<file path="src/rtl/i2c_addr_pkg.sv">
package i2c_addr_pkg;
  localparam int BYTE_W = 8;
  localparam int ADDR_W = BYTE_W - 1;
  localparam int CNT_W  = $clog2(BYTE_W + 1);

  typedef struct packed {
    logic clearBits;
    logic shiftBit;
    logic latchCmd;
  } ctrl_strobes_t;

  typedef enum logic [2:0] {
    ST_IDLE,
    ST_ADDR,
    ST_ACK,
    ST_CMD,
    ST_CMDACK,
    ST_HOLD,
    ST_SKIP
  } bus_state_e;
endpackage

</file>
<file path="src/rtl/i2c_line_sync.sv">
module i2c_line_sync #(
  parameter int STAGES = 2
) (
  input  logic clk,
  input  logic rstN,
  input  logic sclRaw,
  input  logic sdaRaw,
  output logic sclLvl,
  output logic sclRise,
  output logic sclFall,
  output logic startDet,
  output logic stopDet
);
  logic [STAGES-1:0] sclPipe, sdaPipe;
  logic sclPrev, sdaPrev, sdaLvl;

  always_ff @(posedge clk or negedge rstN) begin
    if (!rstN) begin
      sclPipe <= '1;
      sdaPipe <= '1;
      sclPrev <= 1'b1;
      sdaPrev <= 1'b1;
    end else begin
      sclPipe <= {sclPipe[STAGES-2:0], sclRaw};
      sdaPipe <= {sdaPipe[STAGES-2:0], sdaRaw};
      sclPrev <= sclPipe[STAGES-1];
      sdaPrev <= sdaPipe[STAGES-1];
    end
  end

  assign sclLvl   = sclPipe[STAGES-1];
  assign sdaLvl   = sdaPipe[STAGES-1];
  assign sclRise  = sclLvl & ~sclPrev;
  assign sclFall  = ~sclLvl & sclPrev;
  assign startDet = sclLvl & sclPrev & sdaPrev & ~sdaLvl;
  assign stopDet  = sclLvl & sclPrev & ~sdaPrev & sdaLvl;
endmodule

</file>
<file path="src/rtl/i2c_addr_dp.sv">
module i2c_addr_dp
  import i2c_addr_pkg::*;
#(
  parameter int PROG_W = 4
) (
  input  logic              clk,
  input  logic              rstN,
  input  ctrl_strobes_t     strobes,
  input  logic              sdaBit,
  input  logic [PROG_W-1:0] progBits,
  input  logic              strapBit,
  output logic              byteFull,
  output logic              bitsZero,
  output logic              addrEq,
  output logic              gcEq,
  output logic              dirBit,
  output logic [BYTE_W-1:0] cmdOut
);
  localparam int FIXED_W = ADDR_W - PROG_W - 1;

  logic [BYTE_W-1:0] shiftReg;
  logic [CNT_W-1:0]  bitCnt;
  logic [ADDR_W-1:0] devAddr;

  assign devAddr = {{FIXED_W{1'b1}}, progBits, strapBit};

  always_ff @(posedge clk or negedge rstN) begin
    if (!rstN) begin
      shiftReg <= '0;
      bitCnt   <= '0;
      cmdOut   <= '0;
    end else begin
      if (strobes.clearBits) begin
        bitCnt <= '0;
      end else if (strobes.shiftBit) begin
        shiftReg <= {shiftReg[BYTE_W-2:0], sdaBit};
        bitCnt   <= bitCnt + 1'b1;
      end
      if (strobes.latchCmd) cmdOut <= shiftReg;
    end
  end

  assign byteFull = (bitCnt == CNT_W'(BYTE_W));
  assign bitsZero = (bitCnt == '0);
  assign addrEq   = (shiftReg[BYTE_W-1 -: ADDR_W] == devAddr);
  assign gcEq     = (shiftReg[BYTE_W-1 -: ADDR_W] == '0);
  assign dirBit   = shiftReg[0];
endmodule

</file>
<file path="src/rtl/i2c_addr_ctrl.sv">
module i2c_addr_ctrl
  import i2c_addr_pkg::*;
(
  input  logic          clk,
  input  logic          rstN,
  input  logic          sclRise,
  input  logic          sclFall,
  input  logic          startDet,
  input  logic          stopDet,
  input  logic          byteFull,
  input  logic          bitsZero,
  input  logic          addrEq,
  input  logic          gcEq,
  input  logic          dirBit,
  input  logic          strapOpen,
  output ctrl_strobes_t strobes,
  output logic          sdaLow,
  output logic          addressed,
  output logic          readMode,
  output logic          gcValid,
  output logic          illegalPulse,
  output logic          strapFault
);
  bus_state_e state;
  logic       gcSeen;

  always_comb begin
    strobes           = '0;
    strobes.clearBits = startDet | (state == ST_ACK && sclFall);
    strobes.shiftBit  = sclRise & ~byteFull & (state == ST_ADDR || state == ST_CMD);
    strobes.latchCmd  = (state == ST_CMD) & sclFall & byteFull;
  end

  always_ff @(posedge clk or negedge rstN) begin
    if (!rstN) begin
      state        <= ST_IDLE;
      sdaLow       <= 1'b0;
      addressed    <= 1'b0;
      readMode     <= 1'b0;
      gcValid      <= 1'b0;
      illegalPulse <= 1'b0;
      gcSeen       <= 1'b0;
      strapFault   <= 1'b0;
    end else begin
      strapFault   <= strapOpen;
      gcValid      <= 1'b0;
      illegalPulse <= 1'b0;
      if (startDet) begin
        state     <= ST_ADDR;
        sdaLow    <= 1'b0;
        addressed <= 1'b0;
        gcSeen    <= 1'b0;
      end else if (stopDet) begin
        illegalPulse <= (state == ST_ADDR) & bitsZero;
        state        <= ST_IDLE;
        sdaLow       <= 1'b0;
        addressed    <= 1'b0;
      end else begin
        case (state)
          ST_ADDR: if (sclFall && byteFull) begin
            if (addrEq || gcEq) begin
              sdaLow <= 1'b1;
              gcSeen <= gcEq;
              state  <= ST_ACK;
              if (addrEq) begin
                addressed <= 1'b1;
                readMode  <= dirBit;
              end
            end else begin
              state <= ST_SKIP;
            end
          end
          ST_ACK: if (sclFall) begin
            sdaLow <= 1'b0;
            state  <= gcSeen ? ST_CMD : ST_HOLD;
          end
          ST_CMD: if (sclFall && byteFull) begin
            sdaLow  <= 1'b1;
            gcValid <= 1'b1;
            state   <= ST_CMDACK;
          end
          ST_CMDACK: if (sclFall) begin
            sdaLow <= 1'b0;
            state  <= ST_SKIP;
          end
          default: state <= state;
        endcase
      end
    end
  end
endmodule

</file>
<file path="src/rtl/i2c_addr_front.sv">
module i2c_addr_front
  import i2c_addr_pkg::*;
#(
  parameter int PROG_W      = 4,
  parameter int SYNC_STAGES = 2
) (
  input  logic              clk,
  input  logic              rstN,
  input  logic              sclIn,
  input  logic              sdaIn,
  input  logic [PROG_W-1:0] progBits,
  input  logic              strapBit,
  input  logic              strapOpen,
  output logic              sdaPullLow,
  output logic              addressed,
  output logic              readMode,
  output logic              gcValid,
  output logic [BYTE_W-1:0] gcCmd,
  output logic              illegalPulse,
  output logic              strapFault
);
  ctrl_strobes_t strobes;
  logic sclLvl, sclRise, sclFall, startDet, stopDet, sdaBit;
  logic byteFull, bitsZero, addrEq, gcEq, dirBit;

  assign sdaBit = sdaIn;

  i2c_line_sync #(.STAGES(SYNC_STAGES)) u_sync (
    .clk(clk), .rstN(rstN), .sclRaw(sclIn), .sdaRaw(sdaIn),
    .sclLvl(sclLvl), .sclRise(sclRise), .sclFall(sclFall),
    .startDet(startDet), .stopDet(stopDet)
  );

  i2c_addr_ctrl u_ctrl (
    .clk(clk), .rstN(rstN), .sclRise(sclRise), .sclFall(sclFall),
    .startDet(startDet), .stopDet(stopDet), .byteFull(byteFull),
    .bitsZero(bitsZero), .addrEq(addrEq), .gcEq(gcEq), .dirBit(dirBit),
    .strapOpen(strapOpen), .strobes(strobes), .sdaLow(sdaPullLow),
    .addressed(addressed), .readMode(readMode), .gcValid(gcValid),
    .illegalPulse(illegalPulse), .strapFault(strapFault)
  );

  i2c_addr_dp #(.PROG_W(PROG_W)) u_dp (
    .clk(clk), .rstN(rstN), .strobes(strobes), .sdaBit(sdaBit),
    .progBits(progBits), .strapBit(strapBit), .byteFull(byteFull),
    .bitsZero(bitsZero), .addrEq(addrEq), .gcEq(gcEq), .dirBit(dirBit),
    .cmdOut(gcCmd)
  );
endmodule

</file>
<file path="config.mk">
export PLATFORM = sky130hd
export DESIGN_NAME = i2c_addr_front
export DESIGN_NICKNAME = d
export VERILOG_FILES = /design/src/rtl/i2c_addr_pkg.sv /design/src/rtl/i2c_line_sync.sv /design/src/rtl/i2c_addr_dp.sv /design/src/rtl/i2c_addr_ctrl.sv /design/src/rtl/i2c_addr_front.sv
export SDC_FILE = /design/constraint.sdc
export NUM_CORES = 1
export LEC_CHECK = 0
export CELL_PAD_IN_SITES_DETAIL_PLACEMENT = 2
export CELL_PAD_IN_SITES_GLOBAL_PLACEMENT = 2
export CORE_MARGIN = 5
export CORE_UTILIZATION = 37
export CTS_CLUSTER_SIZE = 24
export DETAILED_ROUTE_END_ITERATION = 8
export GPL_ROUTABILITY_DRIVEN = 1
export PLACE_DENSITY = 0.77
export SLEW_MARGIN = 20
export SYNTH_ARGS = -nofsm -noshare
export SYNTH_HDL_FRONTEND = slang
export SYNTH_SLANG_ARGS = --single-unit
export TNS_END_PERCENT = 1
</file>
<file path="constraint.sdc">
create_clock -name clk -period 2.25 [get_ports clk]
set_input_delay 0.45 -clock clk [delete_from_list [all_inputs] [get_ports clk]]
set_output_delay 0.45 -clock clk [all_outputs]
set_load 0.01 [all_outputs]
</file>
# Yosys cells after proc, flatten, opt, wreduce, memory -nomap -nowiden

Index checks and enable logic that the tools add are counted.

$add $sub $neg: 1
Reductions and logical operators: 23
Equal/unequal tests: 13
Bitwise operators: 21
Multiplexer cells: 35

Operators by type and width:

| kind                                                                   | count |
|---|---|
| 3-bit 2-to-1 mux                                                       | 8 |
| 1-bit 2-to-1 mux                                                       | 23 |
| 1-bit AND                                                              | 12 |
| 4-bit by 3-bit != test with 1-bit output (second input constant)       | 3 |
| 3-bit case mux with 4 select lines                                     | 1 |
| 3-bit nonzero test                                                     | 4 |
| 5-bit AND reduction                                                    | 2 |
| 4-bit 2-to-1 mux                                                       | 2 |
| 4-bit by 2-bit != test with 1-bit output (second input constant)       | 2 |
| 1-bit NOT                                                              | 8 |
| 4-bit AND reduction                                                    | 2 |
| 2-bit nonzero test                                                     | 4 |
| 7-bit equality test                                                    | 1 |
| 7-bit logical NOT                                                      | 1 |
| 3-bit by 2-bit equality test with 1-bit output (second input constant) | 2 |
| 6-bit AND reduction                                                    | 1 |
| 6-bit nonzero test                                                     | 1 |
| 5-bit nonzero test                                                     | 1 |
| 4-bit by 1-bit adder with 4-bit output (second input constant)         | 1 |
| 4-bit equality test (second input constant)                            | 1 |
| 4-bit logical NOT                                                      | 1 |
| 4-bit by 1-bit != test with 1-bit output (second input constant)       | 1 |
| 3-bit by 1-bit equality test with 1-bit output (second input constant) | 1 |
| 3-bit equality test (second input constant)                            | 1 |
| 7 further kinds                                                        | 9 |

Register bits after elaboration: 36

# Depth between registers and ports, before layout

Gate-level depths: netlist (run 1).

Depth after elaboration: 7
Gate-level depth with buffers: 7
Gate-level depth less buffers: 6

# Cells and area by module

A second synthesis (run 1) with hierarchy kept.

Cells, all modules: 133
Area, all modules: 1651.6 µm²

By module, submodules not included:

| module        | cells an instance | sequential area each (µm²) | area an instance (µm²) | instances |
|---|---|---|---|---|
| i2c_addr_dp   | 65                | 500.5                      | 885.8                  | 1 |
| i2c_addr_ctrl | 58                | 250.2                      | 575.6                  | 1 |
| i2c_line_sync | 10                | 157.7                      | 190.2                  | 1 |

# Worst setup path before layout (run 1)

Ideal clock, no wire load.

Path type: reg-to-reg
Start: register u_dp.shiftReg[4]
End: register u_ctrl.sdaLow
Required time: 2.126 ns
Cell stages (with the launch flop): 5
Clock period less this slack: 1.614 ns
Data arrival time: 1.490 ns
Slack: 0.636 ns
Cells stage by stage: dfrtp_1 > or4_4 > nor4_4 > a2111oi_1 > a211o_1

Word-level cells in the longest chain between the ends: 4

RTL lines:

| element                                                         | RTL line                             | source |
|---|---|---|
| from (decl)                                                     | i2c_addr_dp.sv:21                    | `logic [BYTE_W-1:0] shiftReg;` |
| from (signal assigned)                                          | i2c_addr_dp.sv:36                    | `shiftReg <= {shiftReg[BYTE_W-2:0], sdaBit};` |
| 7-bit equality test / 7-bit logical NOT (equally long branches) | i2c_addr_dp.sv:45, i2c_addr_dp.sv:46 |  |
| 1-bit logical OR (*)                                            | i2c_addr_ctrl.sv:61                  | `if (addrEq \|\| gcEq) begin` |
| 4-bit by 3-bit != test with 1-bit output (no source line) (*)   | -                                    |  |
| 5-bit AND reduction (no source line) (*)                        | -                                    |  |
| to (signal assigned)                                            | i2c_addr_ctrl.sv:56                  | `sdaLow <= 1'b0;` |
| to (signal assigned)                                            | i2c_addr_ctrl.sv:62                  | `sdaLow <= 1'b1;` |
| to (signal assigned)                                            | i2c_addr_ctrl.sv:74                  | `sdaLow <= 1'b0;` |
| to (decl)                                                       | i2c_addr_ctrl.sv:17                  | `output logic sdaLow,` |

Every way passes the cells marked *; elsewhere a longest branch is shown, timed or not.
A chain may end at the register's enable or synchronous reset.

# Final worst setup path (run 1)

Start: register u_sync.sclPrev
End: register u_dp.shiftReg[0]

Word-level cells in the longest chain between the ends: 6

RTL lines:

| element                                  | RTL line            | source |
|---|---|---|
| from (decl)                              | i2c_line_sync.sv:15 | `logic sclPrev, sdaPrev, sdaLvl;` |
| from (signal assigned)                   | i2c_line_sync.sv:26 | `sclPrev <= sclPipe[STAGES-1];` |
| 1-bit AND (3 in a row)                   | i2c_line_sync.sv:35 | `assign startDet = sclLvl & sclPrev & sdaPrev & ~sdaLvl;` |
| 1-bit bitwise OR                         | i2c_addr_ctrl.sv:29 | `strobes.clearBits = startDet \| (state == ST_ACK && sclFall);` |
| 1-bit NOT (no source line)               | -                   |  |
| 2-bit AND reduction (no source line) (*) | -                   |  |

Marks and branches as above.

==> results.md, run 1 <==
- # H-tree levels: 2
- Core Region: approximately 4400 µm²
- Drt total wl: a little under 4000 µm
- Sequential cell area fraction in the yosys report: between 50% and 60%
- Clk buf depth: 2
- Via count: approximately 1100
- Drt drc: 0
- Leakage: a little over 0.9 nW
- Setup violators final: 0
- Most frequent cells in the layout: 30 x dfrtp_1, 23 x clkdlybuf4s50_1, 12 x mux2_2
- CTS tree: yes
- ANT cells: 0
- Pre-CTS WS: about 0.2 ns
- Final setup margin: about 0.4 ns
- Critical path cell sequence: and4bb_2, nand2_1, mux2_2
- Mean Syn Cell Area: between 10 and 15 µm²
- Post-synth top area cell: dfrtp_1
- Post-synth cell types: 46
- Number of port buffers: 23
- Hold_buf cts: 0
- Share of layout cells above drive strength 1: between 20 and 30%
- Worst slew pin tran: around 0.52 ns
- Setup Buffers After CTS: 0
- Final nets: between 150 and 200
- CTS buffer count: 5
- Synth area leaders: dfrtp_1 45%, dfstp_2 9.5%, mux2_2 8.2%, xor2_1 3.7%, mux2_1 2.7%
- Worst EP required: roughly 2.4 ns
- CTS root buffer: clkbuf_8
- FF-to-FF setup slack: 0.41 ns
- DRT met1 WL: 1760 µm
- Period utilisation layout: between 80% and 90%
- Detailed Routing Iterations Pass 1: 4
- Post-synthesis net count: between 100 and 150
- Pins Over Slew Limit: 0
- Die area: 5919 µm²
- Vias per cell: around 5.4
- Final Hold Fails: 0
- Initial antenna violation count: 0
- Mapped Cells: roughly 120
- Post-DRT Antenna Nets: 0
- Worst vdd ir: 449.2 µV
- Critical Path End Type: flop
- Global Route Usage Sum: about 14%
- CP max stage cell: dfstp_2
- Vias in the first global route: ~1300
- Mapped cell area: roughly 1700 µm²
- Max-cap violations: 0
- Clk slew on worst S/H paths: 0.08 ns
- Top Metal Used: met4
- Wire per inst: roughly 19 µm
- P&R area growth vs syn: 24.23%
- Synth Register Bits: 36
- Met3 WL post-DR: between 100 and 150 µm
- Core Rows: 24
- Crit start category: flop
- Detail Placement HPWL: 2845 µm
- Setup_tns: 0 ns
- Met2 routed WL: 1959 µm
- Synth Warn #: 0
- Placer congestion estimate: between 0.8 and 0.9
- PwrDens: between 900 and 1000 nW/µm²
- Clock network latency to the later pin of the worst-skew pair: 0.29 ns
- CTS resizes: 0
- Sink Count: 36
- Die Ht: between 70 and 80 µm
- Max Fclk: approximately 540 MHz
- Largest net degree at the start of global routing: 37
- Top-Level Pins: 24
- First-pass GRT wire length: between 6000 and 7000 µm
- Die W: 76.94 µm
- Commonest non-fill, non-tap cell in the layout: dfrtp_1
- Clk_skew: 0.005821 ns
- Worst EP arrival: 2.01 ns
- Gr ovfl total: 0
- Yosys top cell area share: between 40% and 50%
- Final core occ: a little under half
- Detailed Route Iter0 Violations: 45
- RSZ-0062 raised after global routing: false
- Worst hold path type: flop to flop
- Status: finished clean
- Final min period: 1.838 ns
- Initial Utilization: 38.07%
- Crit Path Class: flop to flop
- Slew HR: about two thirds
- Max FO, Critical Path: 11
- Slowest Stage Delay on Critical Path: between 0.6 and 0.7 ns
layer usage:
layer | track usage, % | up-vias
li1 | - | 504
met1 | 18.38 | 574
met2 | 24.19 | 21
met3 | 3.864 | 3
met4 | 3.147 | 0
met5 | 0 | -
cell families (layout without fill, tap and decap cells):
| kind of cell | Yosys count | in the layout | synth area share, % |
|---|---|---|---|
| DFF | 36 | 36 | 54.79 |
| and+or+nand+nor | 36 | 36 | 18.12 |
| muxes | 17 | 17 | 11.77 |
| AOI/OAI and AO/OA | 16 | 16 | 7.472 |
| xor gates and xnor gates | 8 | 8 | 4.227 |
| buffers and inverters | 8 | 38 | 2.113 |
| adders and majority gates | 2 | 2 | 1.509 |
area by class of cell:
| cell class | count | area [µm²] |
|---|---|---|
| flip-flops and latches | 36 | 908.4 |
| repair buffers | 24 | 237.7 |
| clock buffers | 5 | 68.82 |
| multi-input cells | 79 | 714.4 |
| fillers | 414 | 2295 |
| clock inverters | 3 | 42.54 |
| inverters | 6 | 22.52 |
| well taps | 52 | 65.06 |
metrics by stage:
step / cells / hold WS, ns / cell area (µm²) / power (mW)
after detailed placement: 197 / 0.3478 / 1948 / 1.385
after CTS: 205 / 0.3589 / 2059 / 1.967
final: 205 / 0.3577 / 2059 / 1.940
after global placement: 197 / 0.3457 / 1948 / 1.353
after global routing: 205 / 0.3670 / 2059 / 2.048
after floorplan: 123 / 0.1544 / 1658 / 1.220
synth_stat cells (all sizes together):
master,instances
a21oi,3
nor3,2
dfstp,6
inv,6
and2,1
xnor2,1
and3,1
nor2,2
mux2,17
o21bai,1
and4bb,1
nand4b,2
nand2b,3
xor2,7
a2111oi,1
buf,2
nor2b,1
ha,2
o221ai,1
dfrtp,30
nor4,3
or4,1
o211a,1
nand3b,3
or3b,2
nand2,6
or2b,1
a211o,2
a31o,2
a21boi,1
nand3,5
o21ai,2
nand4,1
or4b,1
a32o,2
worst paths after layout:
kind,startpoint,end,cells past startpoint
max,u_sync.sclPrev$_DFF_PN1_,u_dp.shiftReg[0]$_DFFE_PN0P_,3
min,u_sync.sclPipe[0]$_DFF_PN1_,u_sync.sclPipe[1]$_DFF_PN1_,0
max reg2reg,u_sync.sclPrev$_DFF_PN1_,u_dp.shiftReg[0]$_DFFE_PN0P_,3
min in group asynchronous,rstN,u_ctrl.state[0]$_DFFE_PN0P_,2
max in group asynchronous,rstN,u_sync.sdaPrev$_DFF_PN1_,2
min reg2reg,u_sync.sclPipe[0]$_DFF_PN1_,u_sync.sclPipe[1]$_DFF_PN1_,0
sequential cells by signal (all words and copies together) (netlist names):
signal / count
u_ctrl.gcValid: 1
u_sync.sdaPipe: 2
u_ctrl.strapFault: 1
u_ctrl.state: 3
u_ctrl.addressed: 1
u_ctrl.gcSeen: 1
u_dp.cmdOut: 8
u_dp.shiftReg: 8
u_ctrl.readMode: 1
u_ctrl.sdaLow: 1
u_sync.sdaPrev: 1
u_sync.sclPrev: 1
u_sync.sclPipe: 2
u_dp.bitCnt: 4
u_ctrl.illegalPulse: 1
worst max-delay path, delay by kind of cell (launching register included):
kind	cells	cell delay, ns
muxes	1	0.40
and+or+nand+nor	2	0.69
DFF	1	0.62
where the power goes:
| group | internal, mW | leakage (nW) | total [mW] | switching, mW |
|---|---|---|---|---|
| Sequential | 0.756 | 0.464 | 0.912 | 0.156 |
| Combinational | 0.241 | 0.413 | 0.454 | 0.213 |
| Clock | 0.328 | 0.0541 | 0.574 | 0.246 |
No activity file was read; power rests on OpenSTA's default activity.
==> inputs of run 2 (changes only) <==
Clock period 2.25 ns to 1.7 ns, I/O delays scaled along.
==> results.md, run 2 (synthesis results as in run 1) <==
- CTS buffer count: 5
- # H-tree levels: 2
- Post-DRT Antenna Nets: 0
- RR Endpoint: u_ctrl.sdaLow$_DFFE_PN0P_
- Vias per cell: ~5.3
- Worst slew pin tran: between 0.4 and 0.5 ns
- Commonest non-fill, non-tap cell in the layout: dfrtp_1
- First-pass GRT wire length: between 8000 and 9000 µm
- Clk_skew: approximately 0.0075 ns
- Detail Placement HPWL: ~2900 µm
- Gr ovfl total: 0
- Via count: about 1200
- Worst EP arrival: between 1.5 and 2 ns
- Largest net degree at the start of global routing: 37
- Die area: 5919 µm²
- Biggest regs: u_dp.cmdOut: 8 flops, u_dp.shiftReg: 8 flops, u_dp.bitCnt: 4 flops
- Core Rows: 24
- Critical Path End Type: flop
- FF-to-FF setup slack: -0.02 ns
- Leakage: roughly 1.1 nW
- Final Hold Slack: 0.3510 ns
- CTS root buffer: clkbuf_8
- Slew HR: ~73%
- Period utilisation layout: 101.1%
- Clk buf depth: 2
- Die W: 76.94 µm
- Share of layout cells above drive strength 1: a little under two fifths
- Clock network latency to the later pin of the worst-skew pair: around 0.29 ns
- ANT cells: 0
- Initial Utilization: a little under two fifths
- Hold Startpoint: u_sync.sclPipe[0]$_DFF_PN1_
- Wire per inst: between 20 and 25 µm
- Number of port buffers: 23
- PwrDens: roughly 1300 nW/µm²
- Global Route Usage Sum: about 18%
- Reg2Reg Depth: 4
- P&R area growth vs syn: 36.38%
- Detailed Route Iter0 Violations: 64
- Worst hold path type: flop to flop
- Max Fclk: between 500 and 600 MHz
- Placer congestion estimate: ~0.85
- Clk slew on worst S/H paths: 0.08 ns
- Worst hold endpoint: u_sync.sclPipe[1]$_DFF_PN1_
- Initial antenna violation count: 0
- Detailed Routing Iterations Pass 1: 4
- Final nets: between 150 and 200
- Most frequent cells in the layout: 29 x dfrtp_1, 23 x clkdlybuf4s50_1, 16 x buf_4
- Die Ht: 76.94 µm
- Top-Level Pins: 24
- Setup violators final: 3
- Pins Over Slew Limit: 0
- Total power: approximately 2.9 mW
- Crit Path Class: flop to flop
- Core Region: approximately 4400 µm²
- Worst vdd ir: ~600 µV
- Sink Count: 36
- Crit start category: flop
- Pre-CTS WS: -0.2416 ns
- Drt drc: 0
- Final Hold Fails: 0
- Final setup margin: -0.01823 ns
- Min-Delay Path Depth: 0
- CTS tree: yes
- Violated checks: negative setup slack
- Status: finished with violations
- Max FO, Critical Path: 3
- Setup_tns: -0.03731 ns
- RSZ-0062 raised after global routing: true
- Final min period: about 1.7 ns
- Drt total wl: between 4000 and 5000 µm
- Worst R2R Start: u_dp.shiftReg[4]$_DFFE_PN0P_
- Vias in the first global route: between 1000 and 1500
- Max-cap violations: 0
- Worst EP required: between 1.5 and 2 ns
[run 2: cell types whose count changed in the layout (fill, tap and decap cells not counted), moves of 2 or more]
cell,delta
buf_4,+15
buf_12,+2
clkbuf_8,+2
inv_1,-2
inv_2,+2
[run 2: report_power, final]
part | internal, mW | switching [mW]
sequential | 1.00 | 0.165
clock | 0.518 | 0.323
combinational | 0.471 | 0.417
total | 1.99 | 0.904
[run 2: worst max-delay path, stage by stage (launching register included)]
cell and delay [ns]:
dfrtp_1 0.42, or4_4 0.56, nor4_4 0.22, a2111oi_1 0.12, a211o_1 0.30
[run 2: routing by layer]
layer | global-route usage (%) | routed length [µm] | vias to the layer above
li1 | - | - | 541
met1 | 22.11 | 2078 | 613
met2 | 30.22 | 2508 | 25
met3 | 4.098 | 177 | 6
met4 | 4.895 | 52 | 0
met5 | 0 | 0 | -
[run 2: how the worst max path moves through the flow]
stage	to	cells past startpoint	slack, ns	start
2_1_floorplan	u_ctrl.sdaLow$_DFFE_PN0P_	4	0.09	u_dp.shiftReg[4]$_DFFE_PN0P_
3_3_place_gp	u_ctrl.readMode$_DFFE_PN0P_	5	-0.20	progBits[2]
3_5_place_dp	u_ctrl.readMode$_DFFE_PN0P_	5	-0.24	progBits[2]
4_1_cts	u_dp.cmdOut[2]$_DFFE_PN0P_	4	-0.02	u_sync.sclPrev$_DFF_PN1_
5_1_grt	u_ctrl.sdaLow$_DFFE_PN0P_	4	-0.07	u_dp.shiftReg[4]$_DFFE_PN0P_
6_report	u_ctrl.sdaLow$_DFFE_PN0P_	4	-0.02	u_dp.shiftReg[4]$_DFFE_PN0P_
[run 2: what timing repair did]
item	CTS	global route
setup buffers	2	0
hold buffers	0	0
resized for setup	2	8
setup endpoints to repair	10	25
gates cloned	0	0
endpoints found under the hold margin	0	0
pin swaps	3	2
[run 2: area by class of cell]
cell class / instances / area [µm²]
flip-flops and latches: 36 / 909.6
repair buffers: 41 / 390.4
multi-input cells: 79 / 747.0
clock inverters: 1 / 30.03
clock buffers: 7 / 96.34
fillers: 418 / 2093
inverters: 6 / 22.52
well taps: 52 / 65.06
[run 2: metrics by stage]
step	cell area (µm²)	util (%)	instances
global route	2261	51.93	222
CTS	2235	51.32	222
detailed placement	2086	47.90	212
global placement	2086	47.90	212
finish	2261	51.93	222
floorplan	1658	-	123
